===== src/rtl/vpic_pkg.sv =====
package vpic_pkg;
   // register offsets
   localparam int A_VEC   = 0;
   localparam int A_STAT  = 1;
   localparam int A_EOI   = 2;
   localparam int A_ENSET = 3;
   localparam int A_ENCLR = 4;
   localparam int A_SPUR  = 5;
   localparam int A_PEND  = 6;
   localparam int A_CFG   = 8;
   // status fields
   localparam int STAT_INSVC_BIT = 16;
   localparam int STAT_SPUR_BIT  = 17;
endpackage


===== src/rtl/vpic_src_bank.sv =====
module vpic_src_bank #(
   parameter int NUM_SRC = 8,
   parameter int PRIO_W  = 3,
   parameter int VEC_W   = 16,
   parameter int DATA_W  = 32,
   parameter int SRC_W   = 3
) (
   input  logic                      clk,
   input  logic                      rst_n,
   input  logic [NUM_SRC-1:0]        irq_in,
   input  logic                      cfg_we,
   input  logic [SRC_W-1:0]          cfg_idx,
   input  logic [DATA_W-1:0]         cfg_data,
   input  logic                      en_set_we,
   input  logic                      en_clr_we,
   input  logic                      ack_we,
   input  logic [SRC_W-1:0]          ack_idx,
   output logic [NUM_SRC-1:0]        req,
   output logic [NUM_SRC*VEC_W-1:0]  vec_flat,
   output logic [NUM_SRC*PRIO_W-1:0] prio_flat
);
   localparam int LVL_BIT = VEC_W + PRIO_W;

   for (genvar i = 0; i < NUM_SRC; i++) begin : g_src
      logic [VEC_W-1:0]  vec_q;
      logic [PRIO_W-1:0] prio_q;
      logic              lvl_q, en_q, prev_q, edge_q;
      logic              sel, rise, clr;

      assign sel  = cfg_we && (cfg_idx == SRC_W'(i));
      assign rise = irq_in[i] & ~prev_q;
      assign clr  = ack_we && (ack_idx == SRC_W'(i));

      always_ff @(posedge clk or negedge rst_n) begin
         if (!rst_n) begin
            vec_q  <= '0;
            prio_q <= '0;
            lvl_q  <= 1'b0;
            en_q   <= 1'b0;
            prev_q <= 1'b0;
            edge_q <= 1'b0;
         end else begin
            if (sel) begin
               vec_q  <= cfg_data[VEC_W-1:0];
               prio_q <= cfg_data[VEC_W +: PRIO_W];
               lvl_q  <= cfg_data[LVL_BIT];
            end
            if (en_set_we && cfg_data[i])
               en_q <= 1'b1;
            else if (en_clr_we && cfg_data[i])
               en_q <= 1'b0;
            prev_q <= irq_in[i];
            edge_q <= rise | (edge_q & ~clr);
         end
      end

      assign req[i] = en_q & (lvl_q ? irq_in[i] : edge_q);
      assign vec_flat[i*VEC_W +: VEC_W]    = vec_q;
      assign prio_flat[i*PRIO_W +: PRIO_W] = prio_q;
   end
endmodule


===== src/rtl/vpic_arbiter.sv =====
module vpic_arbiter #(
   parameter int NUM_SRC = 8,
   parameter int PRIO_W  = 3,
   parameter int SRC_W   = 3
) (
   input  logic [NUM_SRC-1:0]        req,
   input  logic [NUM_SRC*PRIO_W-1:0] prio_flat,
   input  logic                      cur_valid,
   input  logic [PRIO_W-1:0]         cur_prio,
   output logic                      cand_ok,
   output logic [SRC_W-1:0]          cand_idx,
   output logic [PRIO_W-1:0]         cand_prio
);
   logic found;

   // scan upward so that an equal priority never displaces a lower index
   always_comb begin
      found     = 1'b0;
      cand_idx  = '0;
      cand_prio = '0;
      for (int i = 0; i < NUM_SRC; i++) begin
         if (req[i] && (!found || prio_flat[i*PRIO_W +: PRIO_W] > cand_prio)) begin
            found     = 1'b1;
            cand_idx  = SRC_W'(i);
            cand_prio = prio_flat[i*PRIO_W +: PRIO_W];
         end
      end
      cand_ok = found && (!cur_valid || cand_prio > cur_prio);
   end
endmodule


===== src/rtl/vpic_nest_stack.sv =====
module vpic_nest_stack #(
   parameter int DEPTH = 8,
   parameter int CTX_W = 7
) (
   input  logic                             clk,
   input  logic                             rst_n,
   input  logic                             push,
   input  logic [CTX_W-1:0]                 push_ctx,
   input  logic                             pop,
   output logic [CTX_W-1:0]                 top_ctx,
   output logic [$clog2(DEPTH+1)-1:0]       depth,
   output logic                             full
);
   localparam int DEP_W = $clog2(DEPTH + 1);
   localparam int IDX_W = $clog2(DEPTH);

   logic [CTX_W-1:0] mem [DEPTH];
   logic [CTX_W-1:0] top_q;
   logic [DEP_W-1:0] depth_q;
   logic [IDX_W-1:0] wr_idx, rd_idx;
   logic             do_push;

   assign wr_idx  = depth_q[IDX_W-1:0];
   assign rd_idx  = wr_idx - 1'b1;
   assign full    = (depth_q == DEP_W'(DEPTH));
   assign do_push = push && !full;

   always_ff @(posedge clk) begin
      if (do_push)
         mem[wr_idx] <= top_q;
   end

   always_ff @(posedge clk or negedge rst_n) begin
      if (!rst_n) begin
         top_q   <= '0;
         depth_q <= '0;
      end else if (do_push) begin
         top_q   <= push_ctx;
         depth_q <= depth_q + 1'b1;
      end else if (pop) begin
         if (depth_q != '0) begin
            top_q   <= mem[rd_idx];
            depth_q <= depth_q - 1'b1;
         end else begin
            top_q   <= '0;
         end
      end
   end

   assign top_ctx = top_q;
   assign depth   = depth_q;
endmodule


===== src/rtl/vpic_top.sv =====
module vpic_top
   import vpic_pkg::*;
#(
   parameter int NUM_SRC = 8,
   parameter int PRIO_W  = 3,
   parameter int VEC_W   = 16,
   parameter int DATA_W  = 32,
   parameter int ADDR_W  = 5
) (
   input  logic               clk,
   input  logic               rst_n,
   input  logic [NUM_SRC-1:0] irq_in,
   input  logic               protect_en,
   input  logic               reg_rd,
   input  logic               reg_wr,
   input  logic [ADDR_W-1:0]  reg_addr,
   input  logic [DATA_W-1:0]  reg_wdata,
   output logic [DATA_W-1:0]  reg_rdata,
   output logic               irq_n
);
   localparam int SRC_W  = (NUM_SRC > 1) ? $clog2(NUM_SRC) : 1;
   localparam int LEVELS = 1 << PRIO_W;
   localparam int CTX_W  = 1 + PRIO_W + SRC_W;
   localparam int DEP_W  = $clog2(LEVELS + 1);

   // elaboration checks
   if (NUM_SRC < 2)                      $error("NUM_SRC must be at least 2");
   if (PRIO_W < 1)                       $error("PRIO_W must be at least 1");
   if (SRC_W > STAT_INSVC_BIT)           $error("too many sources for status layout");
   if (DATA_W < STAT_SPUR_BIT + 1)       $error("DATA_W too narrow for status");
   if (DATA_W < VEC_W + PRIO_W + 1)      $error("DATA_W too narrow for source config");
   if (DATA_W < NUM_SRC)                 $error("DATA_W too narrow for enable masks");
   if ((1 << ADDR_W) < A_CFG + NUM_SRC)  $error("ADDR_W too narrow for register map");

   // register decode
   logic vec_rd, vec_wr, eoi_wr, enset_wr, enclr_wr, spur_wr, cfg_we;
   logic [ADDR_W-1:0] cfg_off;
   logic [SRC_W-1:0]  cfg_idx;

   assign vec_rd   = reg_rd && (reg_addr == ADDR_W'(A_VEC));
   assign vec_wr   = reg_wr && (reg_addr == ADDR_W'(A_VEC));
   assign eoi_wr   = reg_wr && (reg_addr == ADDR_W'(A_EOI));
   assign enset_wr = reg_wr && (reg_addr == ADDR_W'(A_ENSET));
   assign enclr_wr = reg_wr && (reg_addr == ADDR_W'(A_ENCLR));
   assign spur_wr  = reg_wr && (reg_addr == ADDR_W'(A_SPUR));
   assign cfg_off  = reg_addr - ADDR_W'(A_CFG);
   assign cfg_we   = reg_wr && (reg_addr >= ADDR_W'(A_CFG)) && (cfg_off < ADDR_W'(NUM_SRC));
   assign cfg_idx  = cfg_off[SRC_W-1:0];

   // sources
   logic [NUM_SRC-1:0]        req;
   logic [NUM_SRC*VEC_W-1:0]  vec_flat;
   logic [NUM_SRC*PRIO_W-1:0] prio_flat;
   logic                      push, pop;
   logic [SRC_W-1:0]          ack_idx;

   vpic_src_bank #(
      .NUM_SRC(NUM_SRC), .PRIO_W(PRIO_W), .VEC_W(VEC_W),
      .DATA_W(DATA_W), .SRC_W(SRC_W)
   ) u_bank (
      .clk(clk), .rst_n(rst_n), .irq_in(irq_in),
      .cfg_we(cfg_we), .cfg_idx(cfg_idx), .cfg_data(reg_wdata),
      .en_set_we(enset_wr), .en_clr_we(enclr_wr),
      .ack_we(push), .ack_idx(ack_idx),
      .req(req), .vec_flat(vec_flat), .prio_flat(prio_flat)
   );

   // nesting context
   logic [CTX_W-1:0]  top_ctx, push_ctx;
   logic [DEP_W-1:0]  depth;
   logic              full;
   logic              cur_valid;
   logic [PRIO_W-1:0] cur_prio;
   logic [SRC_W-1:0]  cur_src;

   assign cur_valid = top_ctx[CTX_W-1];
   assign cur_prio  = top_ctx[SRC_W +: PRIO_W];
   assign cur_src   = top_ctx[SRC_W-1:0];

   vpic_nest_stack #(.DEPTH(LEVELS), .CTX_W(CTX_W)) u_stack (
      .clk(clk), .rst_n(rst_n), .push(push), .push_ctx(push_ctx),
      .pop(pop), .top_ctx(top_ctx), .depth(depth), .full(full)
   );

   // arbitration
   logic              cand_ok;
   logic [SRC_W-1:0]  cand_idx;
   logic [PRIO_W-1:0] cand_prio;

   vpic_arbiter #(.NUM_SRC(NUM_SRC), .PRIO_W(PRIO_W), .SRC_W(SRC_W)) u_arb (
      .req(req), .prio_flat(prio_flat), .cur_valid(cur_valid), .cur_prio(cur_prio),
      .cand_ok(cand_ok), .cand_idx(cand_idx), .cand_prio(cand_prio)
   );

   // control state
   logic              spur_lock_q, irq_n_q;
   logic [VEC_W-1:0]  spur_vec_q;
   logic              cap_valid_q, cap_take_q;
   logic [SRC_W-1:0]  cap_idx_q;
   logic [PRIO_W-1:0] cap_prio_q;
   logic              eff_cand, take_norm, spur_norm, commit, take_prot, spur_prot;
   logic [PRIO_W-1:0] push_prio;

   assign eff_cand  = cand_ok & ~spur_lock_q;
   assign take_norm = !protect_en && vec_rd && eff_cand;
   assign spur_norm = !protect_en && vec_rd && !eff_cand;
   assign commit    = protect_en && vec_wr && cap_valid_q;
   assign take_prot = commit && cap_take_q;
   assign spur_prot = commit && !cap_take_q;
   assign push      = take_norm | take_prot;
   assign pop       = eoi_wr && !spur_lock_q;
   assign ack_idx   = take_norm ? cand_idx : cap_idx_q;
   assign push_prio = take_norm ? cand_prio : cap_prio_q;
   assign push_ctx  = {1'b1, push_prio, ack_idx};

   always_ff @(posedge clk or negedge rst_n) begin
      if (!rst_n) begin
         spur_lock_q <= 1'b0;
         irq_n_q     <= 1'b1;
         spur_vec_q  <= '0;
         cap_valid_q <= 1'b0;
         cap_take_q  <= 1'b0;
         cap_idx_q   <= '0;
         cap_prio_q  <= '0;
      end else begin
         if (spur_wr)
            spur_vec_q <= reg_wdata[VEC_W-1:0];
         if (eoi_wr)
            spur_lock_q <= 1'b0;
         else if (spur_norm || spur_prot)
            spur_lock_q <= 1'b1;
         if (protect_en && vec_rd) begin
            cap_valid_q <= 1'b1;
            cap_take_q  <= eff_cand;
            cap_idx_q   <= cand_idx;
            cap_prio_q  <= cand_prio;
         end else if (vec_wr || !protect_en) begin
            cap_valid_q <= 1'b0;
         end
         irq_n_q <= ~eff_cand;
      end
   end

   assign irq_n = irq_n_q;

   // read data
   logic [DATA_W-1:0] stat_word;

   always_comb begin
      stat_word                 = '0;
      stat_word[SRC_W-1:0]      = cur_src;
      stat_word[STAT_INSVC_BIT] = cur_valid;
      stat_word[STAT_SPUR_BIT]  = spur_lock_q;
   end

   always_comb begin
      reg_rdata = '0;
      if (reg_addr == ADDR_W'(A_VEC))
         reg_rdata = DATA_W'(eff_cand ? vec_flat[cand_idx*VEC_W +: VEC_W] : spur_vec_q);
      else if (reg_addr == ADDR_W'(A_STAT))
         reg_rdata = stat_word;
      else if (reg_addr == ADDR_W'(A_SPUR))
         reg_rdata = DATA_W'(spur_vec_q);
      else if (reg_addr == ADDR_W'(A_PEND))
         reg_rdata = DATA_W'(req);
   end
endmodule


===== config.mk =====
export PLATFORM = sky130hd
export DESIGN_NAME = vpic_top
export DESIGN_NICKNAME = d
export VERILOG_FILES = /design/src/rtl/vpic_pkg.sv /design/src/rtl/vpic_src_bank.sv /design/src/rtl/vpic_arbiter.sv /design/src/rtl/vpic_nest_stack.sv /design/src/rtl/vpic_top.sv
export SDC_FILE = /design/constraint.sdc
export NUM_CORES = 1
export LEC_CHECK = 0
export CORE_UTILIZATION = 30
export CTS_BUF_LIST = sky130_fd_sc_hd__clkbuf_2 sky130_fd_sc_hd__clkbuf_4 sky130_fd_sc_hd__clkbuf_8
export CTS_CLUSTER_DIAMETER = 30
export CTS_CLUSTER_SIZE = 28
export DETAILED_ROUTE_END_ITERATION = 10
export GPL_TIMING_DRIVEN = 0
export HOLD_SLACK_MARGIN = 0.08
export PLACE_DENSITY = 0.52
export SLEW_MARGIN = 20
export SYNTH_ARGS = -nofsm -noshare
export SYNTH_HDL_FRONTEND = slang
export SYNTH_SLANG_ARGS = --single-unit

===== constraint.sdc =====
create_clock -name clk -period 15.09 [get_ports clk]
set_clock_uncertainty 0.15 [all_clocks]
set_input_delay 2.2635 -clock clk [delete_from_list [all_inputs] [get_ports clk]]
set_output_delay 2.2635 -clock clk [all_outputs]
set_load 0.005 [all_outputs]

Yosys cells after proc, flatten, opt, wreduce, memory -nomap -nowiden
Memory sizes are Yosys's and may differ from the RTL's.
Cells that the tools add are included.
{ "totals": {"regBits": 221, "wordCells": 310, "mem_bits_rw": 56, "mem_count": 1} }
{ "memory_table": {"columns": ["name", "words", "width", "rd", "rd_ports_with_merged_regs", "wr", "line_no", "source"], "rows": [
  ["u_stack.mem", 8, 7, 1, 0, 1, "vpic_nest_stack.sv:17", "logic [CTX_W-1:0] mem [DEPTH];"]
]} }
{ "classes": {"magnitude_cmp": 10, "addsub": 4, "eq_ne": 21, "n_shift": 1, "bitwise": 52, "n_mux": 66, "n_reduce_logical": 98} }
{ "ops": {"columns": ["operator", "n"], "rows": [
  ["$shiftx 128x8->16", 1],
  ["$logic_and 1x1->1", 58],
  ["$mux 3", 14],
  ["$mux 1", 39],
  ["$mux 18", 2],
  ["$mux 16", 2],
  ["$and 1x1->1", 25],
  ["$eq 3x3->1 const B", 8],
  ["$gt 3x3->1", 8],
  ["$reduce_bool 2->1", 12],
  ["$mux 7", 3],
  ["$not 1->1", 18],
  ["$eq 5x3->1 const B", 3],
  ["$logic_not 1->1", 13],
  ["$eq 3x2->1 const B", 4],
  ["$mux 4", 3],
  ["$eq 5x2->1 const B", 2],
  ["$logic_or 1x1->1", 10],
  ["$or 1x1->1", 9],
  ["$mux 8", 1],
  ["$eq 3x1->1 const B", 2],
  ["$logic_not 3->1", 2],
  ["$eq 5x1->1 const B", 1],
  ["$ge 5x4->1 const B", 1],
  ["other kinds (10)", 11]
]} }

Depth between registers and ports, before layout
{ "depth": {"ltp_word": 42, "depth_mapped": 74} }

Modules after synthesis
From an unflattened synthesis, not the netlist that was laid out.
{ "hier_totals": {"cells_unflattened": 1007, "hier_area_um2": 13939.6} }
{ "modules_own_cells": {"columns": ["mod", "seq_area_each_um2", "area_per_inst_um2", "cells_per_inst", "n_inst"], "rows": [
  ["vpic_src_bank", 4604.4, 7293.2, 438, 1],
  ["vpic_nest_stack", 1956.9, 2880.3, 177, 1],
  ["vpic_top", 651.9, 2601.2, 226, 1],
  ["vpic_arbiter", 0.0, 1164.9, 166, 1]
]} }

Least setup slack after synthesis
No wires, ideal clock.
{ "synth_path": {"path_type": "input to output", "startpoint": "in irq_in[0]", "endpoint": "out reg_rdata[15]", "n_path_buf": 6, "arrival_time_ps": 13798, "cell_stages": 64, "setup_slack_ps": -1122, "path_cell_list": "mux2i_2 nor2_1 nand2_1 ha_1 and3b_1 o21ai_0 a21oi_2 a22oi_1 ha_1 a211o_1 a21oi_1 or2_0 clkbuf_1 nand2_1 o21ai_0 ha_1 nor2b_1 o21a_1 [28 not listed] or2_2 ha_1 nor2b_1 o21a_1 o21ai_0 o22ai_1 buf_2 buf_1 mux2i_1 ha_1 nand3_1 o21ai_0 a21oi_1 and2_1 nand2_1 or3_1 o31a_1 o21ai_1"} }
{ "synth_via": {"elab_chain_cells": 37, "elab_cells_between_ends": 60, "classes_between": "8 x order compare; 1 x shift; 26 x mux; 2 x bitwise; 23 x reduce/logical"} }
{ "synth_lines": {"columns": ["element", "line_no", "source"], "rows": [
  ["from (decl)", "vpic_top.sv:12", "input logic [NUM_SRC-1:0] irq_in,"],
  ["$mux 1 (*)", "vpic_src_bank.sv:57", "assign req[i] = en_q & (lvl_q ? irq_in[i] : edge_q);"],
  ["$and 1x1->1 (*)", "vpic_src_bank.sv:57", null],
  ["$mux 3 / $mux 1 (equally long branches)", "vpic_arbiter.sv:22", "if (req[i] && (!found || prio_flat[i*PRIO_W +: PRIO_W] > cand_prio)) begin"],
  ["$gt 3x3->1 / $logic_not 1->1 (equally long branches)", "vpic_arbiter.sv:22", null],
  ["$logic_or 1x1->1", "vpic_arbiter.sv:22", null],
  ["$logic_and 1x1->1", "vpic_arbiter.sv:22", null],
  ["$mux 3 / $mux 1 (equally long branches)", "vpic_arbiter.sv:22", null],
  ["$gt 3x3->1 / $logic_not 1->1 (equally long branches)", "vpic_arbiter.sv:22", null],
  ["[22 not listed]", null, null],
  ["$mux 3 (*)", "vpic_arbiter.sv:22", null],
  ["net cand_prio[2]", "vpic_top.sv:88", "logic [PRIO_W-1:0] cand_prio;"],
  ["$gt 3x3->1 (*)", "vpic_arbiter.sv:28", "cand_ok = found && (!cur_valid || cand_prio > cur_prio);"],
  ["$logic_or 1x1->1 (*)", "vpic_arbiter.sv:28", null],
  ["$logic_and 1x1->1 (*)", "vpic_arbiter.sv:28", null],
  ["$and 1x1->1 (*)", "vpic_top.sv:104", "assign eff_cand = cand_ok & ~spur_lock_q;"],
  ["$mux 16 (*)", "vpic_top.sv:159", "reg_rdata = DATA_W'(eff_cand ? vec_flat[cand_idx*VEC_W +: VEC_W] : spur_vec_q);"],
  ["$mux 18 (*)", "vpic_top.sv:158", "if (reg_addr == ADDR_W'(A_VEC))"],
  ["to (decl)", "vpic_top.sv:18", "output logic [DATA_W-1:0] reg_rdata,"]
]} }
The timed path passes the listed nets; every way through them passes the cells marked *.

Worst setup path in the final report
{ "layout_path": {"startpoint": "in irq_in[0]", "endpoint": "out reg_rdata[7]"} }
Same word-level chain as after synthesis.

==> out/metrics.yaml <==
multiInputGateArea_um2: 6550
grt_max_degree: 90
coreArea_um2: 44300
vias: 10138
crit_required_ns: 12.68
clkTransAtPathRegs_ns: 0.05
rows: 77
overflow: 0
drt-met1-wl_mm: 18.4
yosys.area.top_type: "dfrtp_1"
nNetsFinal: 1411
ctsRootBufferMaster: "clkbuf_8"
max_stage_delay_ns: 0.37
grt_pass1_vias: 10430
synth-edff-count: 56
layout_commonest_cell: "dfrtp_1"
fin_ws_ns: -1.26
fin_tns_setup_ns: -18.02
start_util: 0.305
place.gp.congestion: 0.857
crit_path_top_delay_cell: "a311o_1"
ys.flop_type: "dfrtp_1"
area_growth_pct: 31.5
topRoutingLayerUsed: "met4"
ios: 83
antenna_cells: 0
status: "complete, but fails checks"
reg2reg_depth: 66
antenna_found_initial: 0
synthArstFlopShare: 0.798
synthCells: 1119
final_cell_mix: "dfrtp_1, mux2_2, nand2_1"
worstSetupStartpointType: "primary input"
cts_tree: "yes"
seqCellArea_um2: 7210
synth_top_cell_area_share: 0.407
place_ws_ns: -3.19
die-area_um2: 45900
tightest_slew_ns: 1.12
viasPerCell: 5.12
synth_cell_types: 87
layout-drive-gt1-share: 0.416
hold_viol: 0
syn_avg_cell_area_um2: 12.1
seq_area_frac_synth: 0.533
drt-pass1-iter-count: 5
maxCapViolCount: 0
wl_met3_mm: 2.21
peakVddDrop_mv: 0.0910
synth_area_um2: 13500
path_max_fanout: 6
synthTopCellsByArea: "dfrtp_1, mux2_2, edfxtp_1"
place.port_buffers: 56
worstPathArrival_ns: 13.94
cts_made_buffers: 69
critPathKind: "in -> out"
p_leak_nw: 7.55
period_needed_ns: 16.35
cts_sinks: 277
p_per_area_nw_per_um2: 193
drtAntennaViolNets: 0
clock_latency_ns: 0.63
dr_wl_met2_mm: 19.5
dp_hpwl_mm: 27.7
setup_violations: 16
fmax_mhz: 61.2
rsz0062_at_grt: "true"
postRouteWirelength_mm: 41.3
holdCritPathClass: "reg -> reg"
die_h_um: 214
fin_hold_ws_ns: 0.270
die_w_um: 214
route.detailed.drc: 0
wl_per_cell_um: 20.9
clk_path_buf_depth: 3
yosysWarnings: 0
htree_levels: 3
fillers: 4326
first_iter_violations: 636
slew_violations: 0
synth_seq_cells: 277
min_path_cells: 1
violations: "negative setup slack"
endpoint_kind: "output port"
min_period_over_period: 1.08
relSlewSlack: 0.253
crit_top_cell: "o21ai_2"
grtUsageTotal: 0.180
grt_first_pass_wirelength_mm: 62.7
==> worst max-delay path, delay by kind of cell <==
kind	cells	cell delay, ns
muxes	1	0.07
and+or+nand+nor	16	2.43
adders and majority gates	8	2.16
AOI/OAI and AO/OA	33	5.70
buffers and inverters	9	1.30
==> kinds of logic after synthesis <==
kind of cell / synth area share
compound gates: 0.115
xor+xnor: 0.00259
fa+ha+maj: 0.0255
buf+inv: 0.0350
flops: 0.533
mux: 0.190
other cells: 0.000277
simple gates: 0.0975
==> flip-flops by register name, indices dropped and copies added (netlist names), 7 cells and up <==
| name | cells |
|---|---|
| u_bank.g_src.prio_q | 24 |
| u_stack.mem | 56 |
| u_bank.g_src.edge_q | 8 |
| u_bank.g_src.lvl_q | 8 |
| u_bank.g_src.prev_q | 8 |
| u_bank.g_src.en_q | 8 |
| u_bank.g_src.vec_q | 128 |
| u_stack.top_ctx | 7 |
| spur_vec_q | 16 |
==> report_power, final <==
group | internal, mW | total [mW] | switching (mW)
clock | 0.641 | 1.02 | 0.383
combinational | 0.612 | 1.40 | 0.790
sequential | 0.901 | 1.00 | 0.0999
==> per-layer routing <==
metal	global-route usage	up-vias
met5	0	-
met4	0.0693	0
met3	0.0393	85
met2	0.289	302
met1	0.236	5154
li1	-	4597
==> Yosys cell counts (3+ instances only) <==
cell type and count:
o21a_1 10, a22oi_1 8, nand4_1 5, o221ai_1 3, a31oi_1 7, a21oi_1 27, nand3_1 24, a222oi_1 3
o21ai_0 48, a211oi_1 3, a22o_1 14, mux2_2 181, a21oi_2 5, nand3b_1 3, dfrtp_1 220, o2111ai_1 3
buf_4 15, a21o_1 8, buf_2 6, nand2b_1 3, o21ai_1 16, o22ai_1 21, or2_2 3, buf_6 4
or3_1 5, ha_1 26, nor2_1 39, and2_1 9, inv_1 28, o211ai_1 4, edfxtp_1 56, nor4_1 12
mux4_2 14, mux2i_1 17, nor3b_1 5, nor2b_1 8, and3b_1 3, and3_1 6, a221oi_1 3, nor3_1 40
nand2_1 98, o221a_2 7, clkbuf_1 46
==> area by class of cell <==
class / instances / area share
clock inverters: 32 / 0.0211
inverters: 29 / 0.00626
well taps: 592 / 0.0416
multi-input cells: 754 / 0.368
clock buffers: 93 / 0.0674
plain buffers: 70 / 0.0247
repair buffers: 133 / 0.0652
flip-flops and latches: 277 / 0.406
==> worst paths after layout <==
| check | startpoint | to | slack [ns] |
|---|---|---|---|
| hold / removal | u_bank.g_src[0].prev_q | u_bank.g_src[0].edge_q | 0.27 |
| setup / recovery | irq_in[0] | reg_rdata[7] | -1.26 |
| hold reg to reg | u_bank.g_src[0].prev_q | u_bank.g_src[0].edge_q | 0.27 |
| max in group asynchronous | rst_n | u_stack.depth[0] | 12.13 |
| setup reg to reg | u_bank.g_src[0].lvl_q | u_stack.depth[3] | 1.99 |
| min in group asynchronous | rst_n | u_bank.g_src[6].vec_q[8] | 1.42 |
==> repair_timing <==
action | in CTS | in global routing
setup buffers | 54 | 20
pin swaps | 66 | 55
resized for setup | 147 | 39
hold buffers | 0 | 0
endpoints found under the setup margin | 88 | 17
==> metrics by stage <==
stage / power (mW) / util / instance area [um2] / std cells
final: 3.43 / 0.401 / 17800 / 1980
after detailed placement: 2.17 / 0.344 / 15200 / 1785
after floorplan: 1.78 / - / 13800 / 1132
after global routing: 3.60 / 0.401 / 17800 / 1980
after global placement: 2.15 / 0.341 / 15100 / 1780
after CTS: 3.37 / 0.395 / 17500 / 1964
Power figures use the tool's default switching activity.
